[config.mk]
export PLATFORM = sky130hd
export DESIGN_NAME = wtbuf_port
export DESIGN_NICKNAME = d
export VERILOG_FILES = /design/src/rtl/wtb_pkg.sv /design/src/rtl/wtb_store.sv /design/src/rtl/wtb_select.sv /design/src/rtl/wtb_tally.sv /design/src/rtl/wtbuf_port.sv
export SDC_FILE = /design/constraint.sdc
export NUM_CORES = 1
export LEC_CHECK = 0
export ABC_AREA = 1
export BUFFER_PORTS_ARGS = -buffer_cell sky130_fd_sc_hd__buf_2
export CAP_MARGIN = 20
export CELL_PAD_IN_SITES_DETAIL_PLACEMENT = 1
export CELL_PAD_IN_SITES_GLOBAL_PLACEMENT = 2
export CORE_MARGIN = 4
export CORE_UTILIZATION = 38
export DETAILED_ROUTE_END_ITERATION = 12
export PLACE_DENSITY = 0.76
export SLEW_MARGIN = 20
export SYNTH_ARGS = -nofsm -noshare
export SYNTH_HDL_FRONTEND = slang
export SYNTH_HIERARCHICAL = 1
export SYNTH_SLANG_ARGS = --single-unit
[constraint.sdc]
create_clock -name clk -period 3.1 [get_ports clk]
set_clock_uncertainty 0.1 [all_clocks]
set_input_delay 0.465 -clock clk [delete_from_list [all_inputs] [get_ports clk]]
set_output_delay 0.465 -clock clk [all_outputs]
set_load 0.01 [all_outputs]
[src/rtl/wtb_pkg.sv]
package wtb_pkg;

  typedef enum logic [1:0] {
    SRC_NONE   = 2'd0,
    SRC_BYPASS = 2'd1,
    SRC_BUFFER = 2'd2
  } src_e;

  // circular pointer advance for a queue of arbitrary depth
  function automatic int unsigned wrap_inc(input int unsigned p, input int unsigned depth);
    return (p + 1 == depth) ? 0 : p + 1;
  endfunction

  // occupancy update given accepted write and head advance
  function automatic int unsigned next_level(input int unsigned lvl, input bit wr, input bit adv);
    int unsigned n;
    n = lvl;
    if (wr)  n = n + 1;
    if (adv) n = n - 1;
    return n;
  endfunction

endpackage

[src/rtl/wtb_store.sv]
module wtb_store #(
  parameter int FLIT_W = 32,
  parameter int DEPTH  = 16,
  localparam int PTR_W = (DEPTH > 1) ? $clog2(DEPTH) : 1,
  localparam int LVL_W = $clog2(DEPTH + 1)
) (
  input  logic              clk,
  input  logic              rst_n,
  input  logic              wr_en,
  input  logic [FLIT_W-1:0] wr_data,
  input  logic              adv,
  output logic [FLIT_W-1:0] rd_data,
  output logic              empty,
  output logic              full,
  output logic [LVL_W-1:0]  level
);

  logic [FLIT_W-1:0] mem [DEPTH];
  logic [PTR_W-1:0]  head, tail;
  logic              wr_ok;

  assign empty   = (level == '0);
  assign full    = (level == LVL_W'(DEPTH));
  assign wr_ok   = wr_en && !full;
  assign rd_data = mem[head];

  always_ff @(posedge clk) begin
    if (wr_ok) mem[tail] <= wr_data;
  end

  always_ff @(posedge clk) begin
    if (!rst_n) begin
      head  <= '0;
      tail  <= '0;
      level <= '0;
    end else begin
      if (wr_ok) tail <= PTR_W'(wtb_pkg::wrap_inc(32'(tail), DEPTH));
      if (adv)   head <= PTR_W'(wtb_pkg::wrap_inc(32'(head), DEPTH));
      level <= LVL_W'(wtb_pkg::next_level(32'(level), wr_ok, adv));
    end
  end

endmodule

[src/rtl/wtb_select.sv]
module wtb_select #(
  parameter int FLIT_W = 32
) (
  input  logic              clk,
  input  logic              rst_n,
  input  wtb_pkg::src_e     src,
  input  logic [FLIT_W-1:0] byp_data,
  input  logic [FLIT_W-1:0] buf_data,
  output logic              out_valid,
  output logic [FLIT_W-1:0] out_flit
);

  logic [FLIT_W-1:0] pick;

  always_comb begin
    unique case (src)
      wtb_pkg::SRC_BYPASS: pick = byp_data;
      wtb_pkg::SRC_BUFFER: pick = buf_data;
      default:             pick = out_flit;
    endcase
  end

  always_ff @(posedge clk) begin
    if (!rst_n) begin
      out_valid <= 1'b0;
      out_flit  <= '0;
    end else begin
      out_valid <= (src != wtb_pkg::SRC_NONE);
      out_flit  <= pick;
    end
  end

endmodule

[src/rtl/wtb_tally.sv]
module wtb_tally #(
  parameter int CNT_W = 16
) (
  input  logic             clk,
  input  logic             rst_n,
  input  wtb_pkg::src_e    src,
  input  logic             ovf_ev,
  output logic             credit_ret,
  output logic [CNT_W-1:0] cnt_bypass,
  output logic [CNT_W-1:0] cnt_buffered,
  output logic             ovf_err
);

  always_ff @(posedge clk) begin
    if (!rst_n) begin
      credit_ret   <= 1'b0;
      cnt_bypass   <= '0;
      cnt_buffered <= '0;
      ovf_err      <= 1'b0;
    end else begin
      credit_ret <= (src != wtb_pkg::SRC_NONE);
      if (src == wtb_pkg::SRC_BYPASS) cnt_bypass   <= cnt_bypass + CNT_W'(1);
      if (src == wtb_pkg::SRC_BUFFER) cnt_buffered <= cnt_buffered + CNT_W'(1);
      if (ovf_ev) ovf_err <= 1'b1;
    end
  end

endmodule

[src/rtl/wtbuf_port.sv]
module wtbuf_port #(
  parameter int FLIT_W = 32,
  parameter int DEPTH  = 16,
  parameter int CNT_W  = 16,
  localparam int LVL_W = $clog2(DEPTH + 1)
) (
  input  logic              clk,
  input  logic              rst_n,
  input  logic              in_valid,
  input  logic [FLIT_W-1:0] in_flit,
  output logic              sw_req,
  input  logic              sw_grant,
  output logic              out_valid,
  output logic [FLIT_W-1:0] out_flit,
  output logic              credit_ret,
  output logic [CNT_W-1:0]  cnt_bypass,
  output logic [CNT_W-1:0]  cnt_buffered,
  output logic              ovf_err
);

  logic              q_empty, q_full;
  logic [LVL_W-1:0]  q_level;
  logic [FLIT_W-1:0] q_head;
  logic              win_ev;
  logic              bypass_ev;
  logic              ovf_ev;
  wtb_pkg::src_e     src;

  assign sw_req    = q_empty ? in_valid : 1'b1;
  assign win_ev    = sw_req && sw_grant;
  assign bypass_ev = win_ev && q_empty;
  assign ovf_ev    = in_valid && q_full;

  always_comb begin
    if (!win_ev)       src = wtb_pkg::SRC_NONE;
    else if (q_empty)  src = wtb_pkg::SRC_BYPASS;
    else               src = wtb_pkg::SRC_BUFFER;
  end

  wtb_store #(.FLIT_W(FLIT_W), .DEPTH(DEPTH)) u_store (
    .clk(clk), .rst_n(rst_n),
    .wr_en(in_valid), .wr_data(in_flit),
    .adv(win_ev),
    .rd_data(q_head), .empty(q_empty), .full(q_full), .level(q_level)
  );

  wtb_select #(.FLIT_W(FLIT_W)) u_sel (
    .clk(clk), .rst_n(rst_n), .src(src),
    .byp_data(in_flit), .buf_data(q_head),
    .out_valid(out_valid), .out_flit(out_flit)
  );

  wtb_tally #(.CNT_W(CNT_W)) u_tally (
    .clk(clk), .rst_n(rst_n), .src(src), .ovf_ev(ovf_ev),
    .credit_ret(credit_ret), .cnt_bypass(cnt_bypass),
    .cnt_buffered(cnt_buffered), .ovf_err(ovf_err)
  );

endmodule

==> impl_results.md, run 1 <==
- Nets@finish: 2309
- Most common cell after layout, fill and taps aside: edfxtp_1
- Reg-to-Reg Start: u_store/level[0]$_SDFF_PN0_
- CTS tree: done
- Root buffer cell: clkbuf_16
- Mux cell area share after synthesis: 0%
- Setup ws final: 473 ps
- CP arrival: 3060 ps
- # hold bufs at CTS: 0
- DRC: 0
- Largest family of logic cells by synthesized area: simple AND/OR/NAND/NOR gates
- Synth Area in Simple Gates: between 10% and 20%
- Tot GR Track Use: 21.2%
- Via Count: 16800
- Final min period: ~2600 ps
- CTS-repair resized insts: 0
- Synth area leader: edfxtp_1
- Vias in the first global route: 17600
- DPL Wire Length: 41800 um
- Top-Level Pins: 104
- Ratio of cells with drive above 1 in the final layout: 14.0%
- Final Cycle Share: 84.7%
- Mean post-synth cell area: roughly 11 sq um
- WL/cell: roughly 23 um
- Fillers: 6796
- WS Path Type: reg -> reg
- H-tree levels: 3
- Latest clock arrival within the worst-skew pair: 590 ps
- Routed vias/inst: 5.32
- Maximum vdd drop: around 0.00038 V
- Wire length of the first global-routing pass: between 100000 and 150000 um
- Final hold violations: 0
- Dominant cells by area after synthesis: edfxtp_1 63%, nor2_1 7.8%, dfxtp_1 6.9%
- Drt pass-1 iters: 7
- Critical path required time: 3530 ps
- Top-area cell type share of the netlist area: 63.1%
- Area of the multi-input gates: 6450 sq um
- Final core occ: 44.8%
- Largest net degree at the start of global routing: 147
- Worst-path clk slew: 60 ps
- Num CTS Buffers: 67
- Fraction of the yosys area taken by sequential cells: 70.0%
- Die Width: 261 um
- Crit. End Element: flop
- Die height: between 200 and 300 um
- Hold Path Depth: 1
- Worst hold endpoint: u_store/mem[0][22]$_DFFE_PP_
- Synth warn: 6
- DRC violation total after the first TritonRoute iteration: 1243
- Setup bufs post-CTS: 0
- # rows: 92
- Worst Hold Launch: in_flit[22]
- Fmax: 381 MHz
- RSZ-0062 raised after global routing: no
- Xor/xnor cell area share of the yosys netlist: 0.216%
- Adder and majority cell fraction of the synthesized area: 0.617%
- Max-cap viol count: 0
- Gr ovfl total: 0
- Dpl ws: approximately 510 ps
- PD cells: 731 nW/um^2
- Die area: 68200 sq um
- Worst hold margin: 154 ps
- Cells after Synth: 2152
- Status: complete, no violations
- Final setup fails: 0
- Longest Clk Path Bufs: 3
- Syn Std Cell Area: 24400 sq um
- Global placer's final weighted congestion: 0.789
- Compound-Gate Fraction of Synth Area: 10.9%
- Initial core utilization: 38.5%
- DRT antenna net count: 0
- Post-synth net total: 2200
- Core area: between 60000 and 70000 sq um
- Lkg Pwr: between 9 and 10 nW
- Post-synthesis register bit count: ~600
- Post-route cell area: 28300 sq um
- Most frequent cells in the layout: 512 x edfxtp_1, 488 x nor2_1, 271 x o21ai_0
- Initial antenna violation count: 4
- Area Overhead vs Synth: 16.3%
- DRT Wirelength: between 70000 and 80000 um
- Worst-case reg-to-reg path depth: 14
- Worst Tran Pin Value: 680 ps
- RR Endpoint: u_sel/out_flit[13]$_SDFFE_PN0P_
- Crit path launch type: flop
- Placed cell area: 26200 sq um
- Hold Crit Class: in -> reg
- I/O Buffers: 103
- Clk sink count: 596
- Register area: about 17000 sq um
- Setup_tns: 0 ps
- Slew Viols, Final: 0
- Slew headroom: a little over half
- Crit-path max FO: 26
- Worst reg-to-reg setup slack: roughly 470 ps
- Netlist cell types: 29
[cell families (layout without fill, tap and decap cells)]
kind of cell,count (synthesis),count (layout)
buffers and inverters,221,383
other,0,4
AND/OR/NAND/NOR,853,853
adder cells (fa/ha/maj),12,12
flip-flops,596,596
XOR/XNOR,6,6
AO/OA/AOI/OAI,464,464
[cells in the mapped netlist]
cell type and instances:
a21oi_1 30, nand3_1 96, buf_6 11, o21bai_1 1
o21ai_0 271, inv_2 5, o21ai_1 33, xnor2_1 2
nor2_1 504, nand2_1 204, clkbuf_4 1, nand2_2 7
inv_4 1, inv_1 89, o21a_1 1, nor2_4 4
xor2_1 4, o211ai_1 128, nand4_1 6, clkbuf_1 58
buf_1 13, dfxtp_1 84, nand3_2 1, buf_2 38
nor2_2 26, buf_4 5, nor3_1 5, ha_1 12
edfxtp_1 512
[where the power goes]
part           internal (W)  total [W]  switching, W
combinational       0.00113    0.00360       0.00247
clock               0.00461    0.00774       0.00313
sequential          0.00907    0.00938      0.000310
total                0.0148     0.0207       0.00591
[metrics by stage]
step / total power, W / instances
6_report: 0.0207 / 3164
5_1_grt: 0.0217 / 3161
4_1_cts: 0.0210 / 3160
3_5_place_dp: 0.0132 / 3038
3_3_place_gp: 0.0131 / 3038
2_1_floorplan: 0.0118 / 2152
[cell type report]
cell class / instances / area share (%)
sequential: 596 / 60.2
multi-input combinational: 1335 / 22.8
clock buffer: 94 / 6.72
timing repair buffer: 166 / 4.42
tap: 846 / 3.74
inverter: 95 / 1.29
clock inverter: 28 / 0.813
antenna: 4 / 0.0353
[state kept, by name (all words and copies together), names as in the netlist, 4 cells and up, named ones only]
register / flops
u_store/mem: 512
u_sel/out_flit: 32
u_tally/cnt_buffered: 16
u_tally/cnt_bypass: 16
u_store/level: 5
u_store/head: 4
u_store/tail: 4
[layer usage]
metal	track usage, %	wire (um)	vias to the layer above
met5	0	13	-
met4	6.50	1760	2
met3	3.30	3450	103
met2	35.8	35600	344
met1	28.3	31800	8613
li1	-	-	7779
[worst max-delay path: stages, from the launching register on]
cell,delay (ps)
dfxtp_1,370
inv_1,70
ha_1,210
nand2_1,70
nor2_1,60
nand2_2,90
nand2_2,50
nor2_1,280
inv_1,130
ha_4,500
buf_4,290
nor2_1,90
nor2_1,100
nand2_1,70
inv_1,50
[worst max path at each step]
stage | to | slack [ps] | cells past startpoint | startpoint
floorplan | u_store/mem[11][0]$_DFFE_PP_ | -10 | 7 | u_store/level[0]$_SDFF_PN0_
global placement | u_sel/out_flit[15]$_SDFFE_PN0P_ | 620 | 13 | u_store/level[0]$_SDFF_PN0_
detailed placement | u_sel/out_flit[31]$_SDFFE_PN0P_ | 510 | 14 | u_store/level[0]$_SDFF_PN0_
CTS | u_sel/out_flit[6]$_SDFFE_PN0P_ | 460 | 13 | u_store/level[0]$_SDFF_PN0_
global route | u_sel/out_flit[3]$_SDFFE_PN0P_ | 240 | 13 | u_store/level[0]$_SDFF_PN0_
finish | u_sel/out_flit[13]$_SDFFE_PN0P_ | 470 | 14 | u_store/level[0]$_SDFF_PN0_
Note: power is estimated with default switching activity, not from simulation.
==> run 2: changes to the inputs <==
--- a/config.mk
+++ b/config.mk
@@ -11,9 +11,9 @@
 export CELL_PAD_IN_SITES_DETAIL_PLACEMENT = 1
 export CELL_PAD_IN_SITES_GLOBAL_PLACEMENT = 2
 export CORE_MARGIN = 4
-export CORE_UTILIZATION = 38
+export CORE_UTILIZATION = 42
 export DETAILED_ROUTE_END_ITERATION = 12
-export PLACE_DENSITY = 0.76
+export PLACE_DENSITY = 0.8
 export SLEW_MARGIN = 20
 export SYNTH_ARGS = -nofsm -noshare
 export SYNTH_HDL_FRONTEND = slang
==> constraint.sdc (replaced) <==
create_clock -name clk -period 2.5 [get_ports clk]
set_clock_uncertainty 0.1 [all_clocks]
set_input_delay 0.375 -clock clk [delete_from_list [all_inputs] [get_ports clk]]
set_output_delay 0.375 -clock clk [all_outputs]
set_load 0.01 [all_outputs]
==> impl_results.md, run 2 (synthesis results as in run 1) <==
- Gr ovfl total: 0 (unchanged)
- Hold Crit Class: in -> reg
- Worst hold endpoint: u_store/mem[4][16]$_DFFE_PP_
- Dpl ws: 160 ps (-348 ps)
- Latest clock arrival within the worst-skew pair: 630 ps (+40 ps)
- CP max-delay cell: dfxtp_1
- Crit path cell chain: inv_1 -> ha_1 -> nand3_1 -> nand2_2 -> inv_1 -> nand2_1 -> nor2_4 -> buf_4
- DPL Wire Length: 42000 um (+0.60%)
- CTS tree: done
- DRT antenna net count: 0 (unchanged)
- Slew Viols, Final: 0 (unchanged)
- DRC: 0 (unchanged)
- Nets@finish: 2315 (+0.26%)
- Critical path required time: 2700 ps (-830 ps)
- Max reg flops: 512 (unchanged)
- Clk sink count: 596 (unchanged)
- Hold Path Depth: 1 (unchanged)
- CP bufs+invs: 3 (-1)
- Most frequent cells in the layout: 512 x edfxtp_1, 486 x nor2_1, 271 x o21ai_0
- Die area: 61900 sq um (-9.2%)
- Initial antenna violation count: 5 (+1)
- DRC violation total after the first TritonRoute iteration: 1292 (+3.9%)
- DRT Wirelength: 73200 um (+0.80%)
- Via Count: 17100 (+1.3%)
- Crit-path max FO: 12 (-54%)
- Top flop regs: u_store/mem (512), u_sel/out_flit (32)
- Switching share of power: 29.0% (+0.54 points)
- CP top delay family: simple AND/OR/NAND/NOR gates
- Num CTS Buffers: 61 (-9.0%)
- Max-cap viol count: 0 (unchanged)
- Crit path launch type: flop
- Final hold violations: 0 (unchanged)
- Drt pass-1 iters: 4 (-3)
- Fmax: 438 MHz (+15%)
- H-tree levels: 2 (-1)
- Die Width: 249 um (-4.7%)
- Final core occ: 49.3% (+4.6 points)
- WS Path Type: reg -> reg
- RSZ-0062 raised after global routing: yes
- PD cells: 893 nW/um^2 (+22%)
- Largest net degree at the start of global routing: 141 (-4.1%)
- Combinational share of power: 18.4% (+1.0 points)
- WL/cell: 23.7 um (+3.3%)
- Setup ws final: 218 ps (-255 ps)
- Die height: 249 um (-4.7%)
- Initial core utilization: 42.3% (+3.8 points)
- Status: complete, no violations
- RR Endpoint: u_store/mem[1][4]$_DFFE_PP_
- Wire length of the first global-routing pass: 110000 um (+0.41%)
- Worst Tran Pin Value: 706 ps (+26.2 ps)
- Int Power: 0.0180 W (+22%)
- Worst reg-to-reg setup slack: 220 ps (-260 ps)
- Root buffer cell: clkbuf_16
- Most common cell after layout, fill and taps aside: edfxtp_1
- Tot GR Track Use: 23.0% (+1.9 points)
- Ratio of cells with drive above 1 in the final layout: 14.3% (+0.31 points)
- CP arrival: 2490 ps (-570 ps)
- Final Cycle Share: 91.3% (+6.5 points)
- Area Overhead vs Synth: 16.7%
- Fillers: 6112 (-10%)
- Maximum vdd drop: 0.000559 V (+47%)
- # rows: 88 (-4.3%)
- Worst-case reg-to-reg path depth: 8 (-6)
- Top reg by flops: u_store/mem
- P_sw: 0.00737 W (+25%)
- Worst Hold Launch: in_flit[16]
- Flop pwr share: 45.9% (+0.6 points)
- Final setup fails: 0 (unchanged)
- Lkg Pwr: 9.92 nW (+0.49%)
- Clock group share of total power: 35.8% (-1.6 points)
- Cell mode on critical path: inv_1
- Slew headroom: 52.9% (-1.7 points)
- Crit. End Element: flop
- Final min period: 2280 ps (-345 ps)
- Largest stage delay on the critical path: 380 ps (-120 ps)
- Reg-to-Reg Start: u_store/level[0]$_SDFF_PN0_
- Worst-path clk slew: 60 ps (about the same)
- Core area: 57600 sq um (-9.0%)
- Longest Clk Path Bufs: 3 (unchanged)
- Global placer's final weighted congestion: 0.778 (-1.4%)
- Top-Level Pins: 104 (unchanged)
- Vias in the first global route: 17800 (+1.1%)
- I/O Buffers: 103 (unchanged)
- Routed vias/inst: 5.53 (+3.9%)
run 2: cell count changes in the layout (fill, tap and decap cells not counted), moves of 3 or more:
cell	change
buf_4	-10
dlygate4sd3_1	+5
clkbuf_1	-7
buf_12	+16
clkbuf_16	-9
clkinv_1	+3
run 2: area by class of cell:
class	count	area [sq um]	area share (%)
Sequential cell	596	17100	60.1
Clock inverter	37	325	1.14
Timing Repair Buffer	178	1550	5.47
Tap cell	765	957	3.37
Antenna cell	2	5.00	0.0176
Inverter	95	372	1.31
Multi-Input combinational cell	1335	6470	22.8
Clock buffer	79	1670	5.86
run 2: power groups by stage:
stage / sequential [W] / combinational, W / clock [W]
5_1_grt: 0.0117 / 0.00520 / 0.00969
3_3_place_gp: 0.0119 / 0.00439 / 0
2_1_floorplan: 0.0118 / 0.00286 / 0
3_5_place_dp: 0.0119 / 0.00458 / 0
4_1_cts: 0.0117 / 0.00463 / 0.00929
6_report: 0.0116 / 0.00466 / 0.00907
run 2: worst max-delay path by stage:
| stage | depth (start not counted) | from | end | slack, ps |
|---|---|---|---|---|
| after floorplan | 7 | u_store/level[0]$_SDFF_PN0_ | u_store/mem[11][0]$_DFFE_PP_ | -130 |
| after global placement | 13 | u_store/level[0]$_SDFF_PN0_ | u_sel/out_flit[4]$_SDFFE_PN0P_ | 250 |
| after detailed placement | 13 | u_store/level[0]$_SDFF_PN0_ | u_sel/out_flit[4]$_SDFFE_PN0P_ | 160 |
| after CTS | 13 | u_store/level[0]$_SDFF_PN0_ | u_sel/out_flit[4]$_SDFFE_PN0P_ | 150 |
| after global routing | 15 | u_store/level[0]$_SDFF_PN0_ | u_tally/cnt_buffered[14]$_SDFFE_PN0N_ | -10 |
| final | 8 | u_store/level[0]$_SDFF_PN0_ | u_store/mem[1][4]$_DFFE_PP_ | 220 |
run 2: timing repair:
| item | in CTS | in global routing |
|---|---|---|
| hold buffers | 5 | 0 |
| setup buffers | 0 | 4 |
| gates resized for setup | 0 | 7 |
| setup endpoints to repair | 0 | 40 |
| hold endpoints to repair | 44 | 0 |
run 2: stage by stage:
| step | hold slack [ps] | instances | power (W) | setup TNS [ps] | instance area, sq um |
|---|---|---|---|---|---|
| 3_3_place_gp | 349 | 2960 | 0.0162 | 0 | 26300 |
| 4_1_cts | 0.992 | 3081 | 0.0256 | 0 | 28400 |
| 6_report | 32.5 | 3087 | 0.0254 | 0 | 28400 |
| 5_1_grt | 23.4 | 3086 | 0.0265 | -10.5 | 28400 |
| 3_5_place_dp | 360 | 2960 | 0.0164 | 0 | 26300 |
| 2_1_floorplan | 357 | 2152 | 0.0146 | -57270 | 24400 |
run 2: metal layers:
metal	share of wire (%)	up-vias	global-route usage, %
li1	-	7802	-
met1	42	8802	30.2
met2	51	353	40.7
met3	4.4	106	3.51
met4	2.0	4	5.31
met5	0.042	-	0
run 2: worst reg2reg max path: cells and delay by family (launching register included):
family                     cells  cell delay (ps)
adders and majority gates      1              210
DFF                            1              380
and+or+nand+nor                4              740
buffers and inverters          3              530
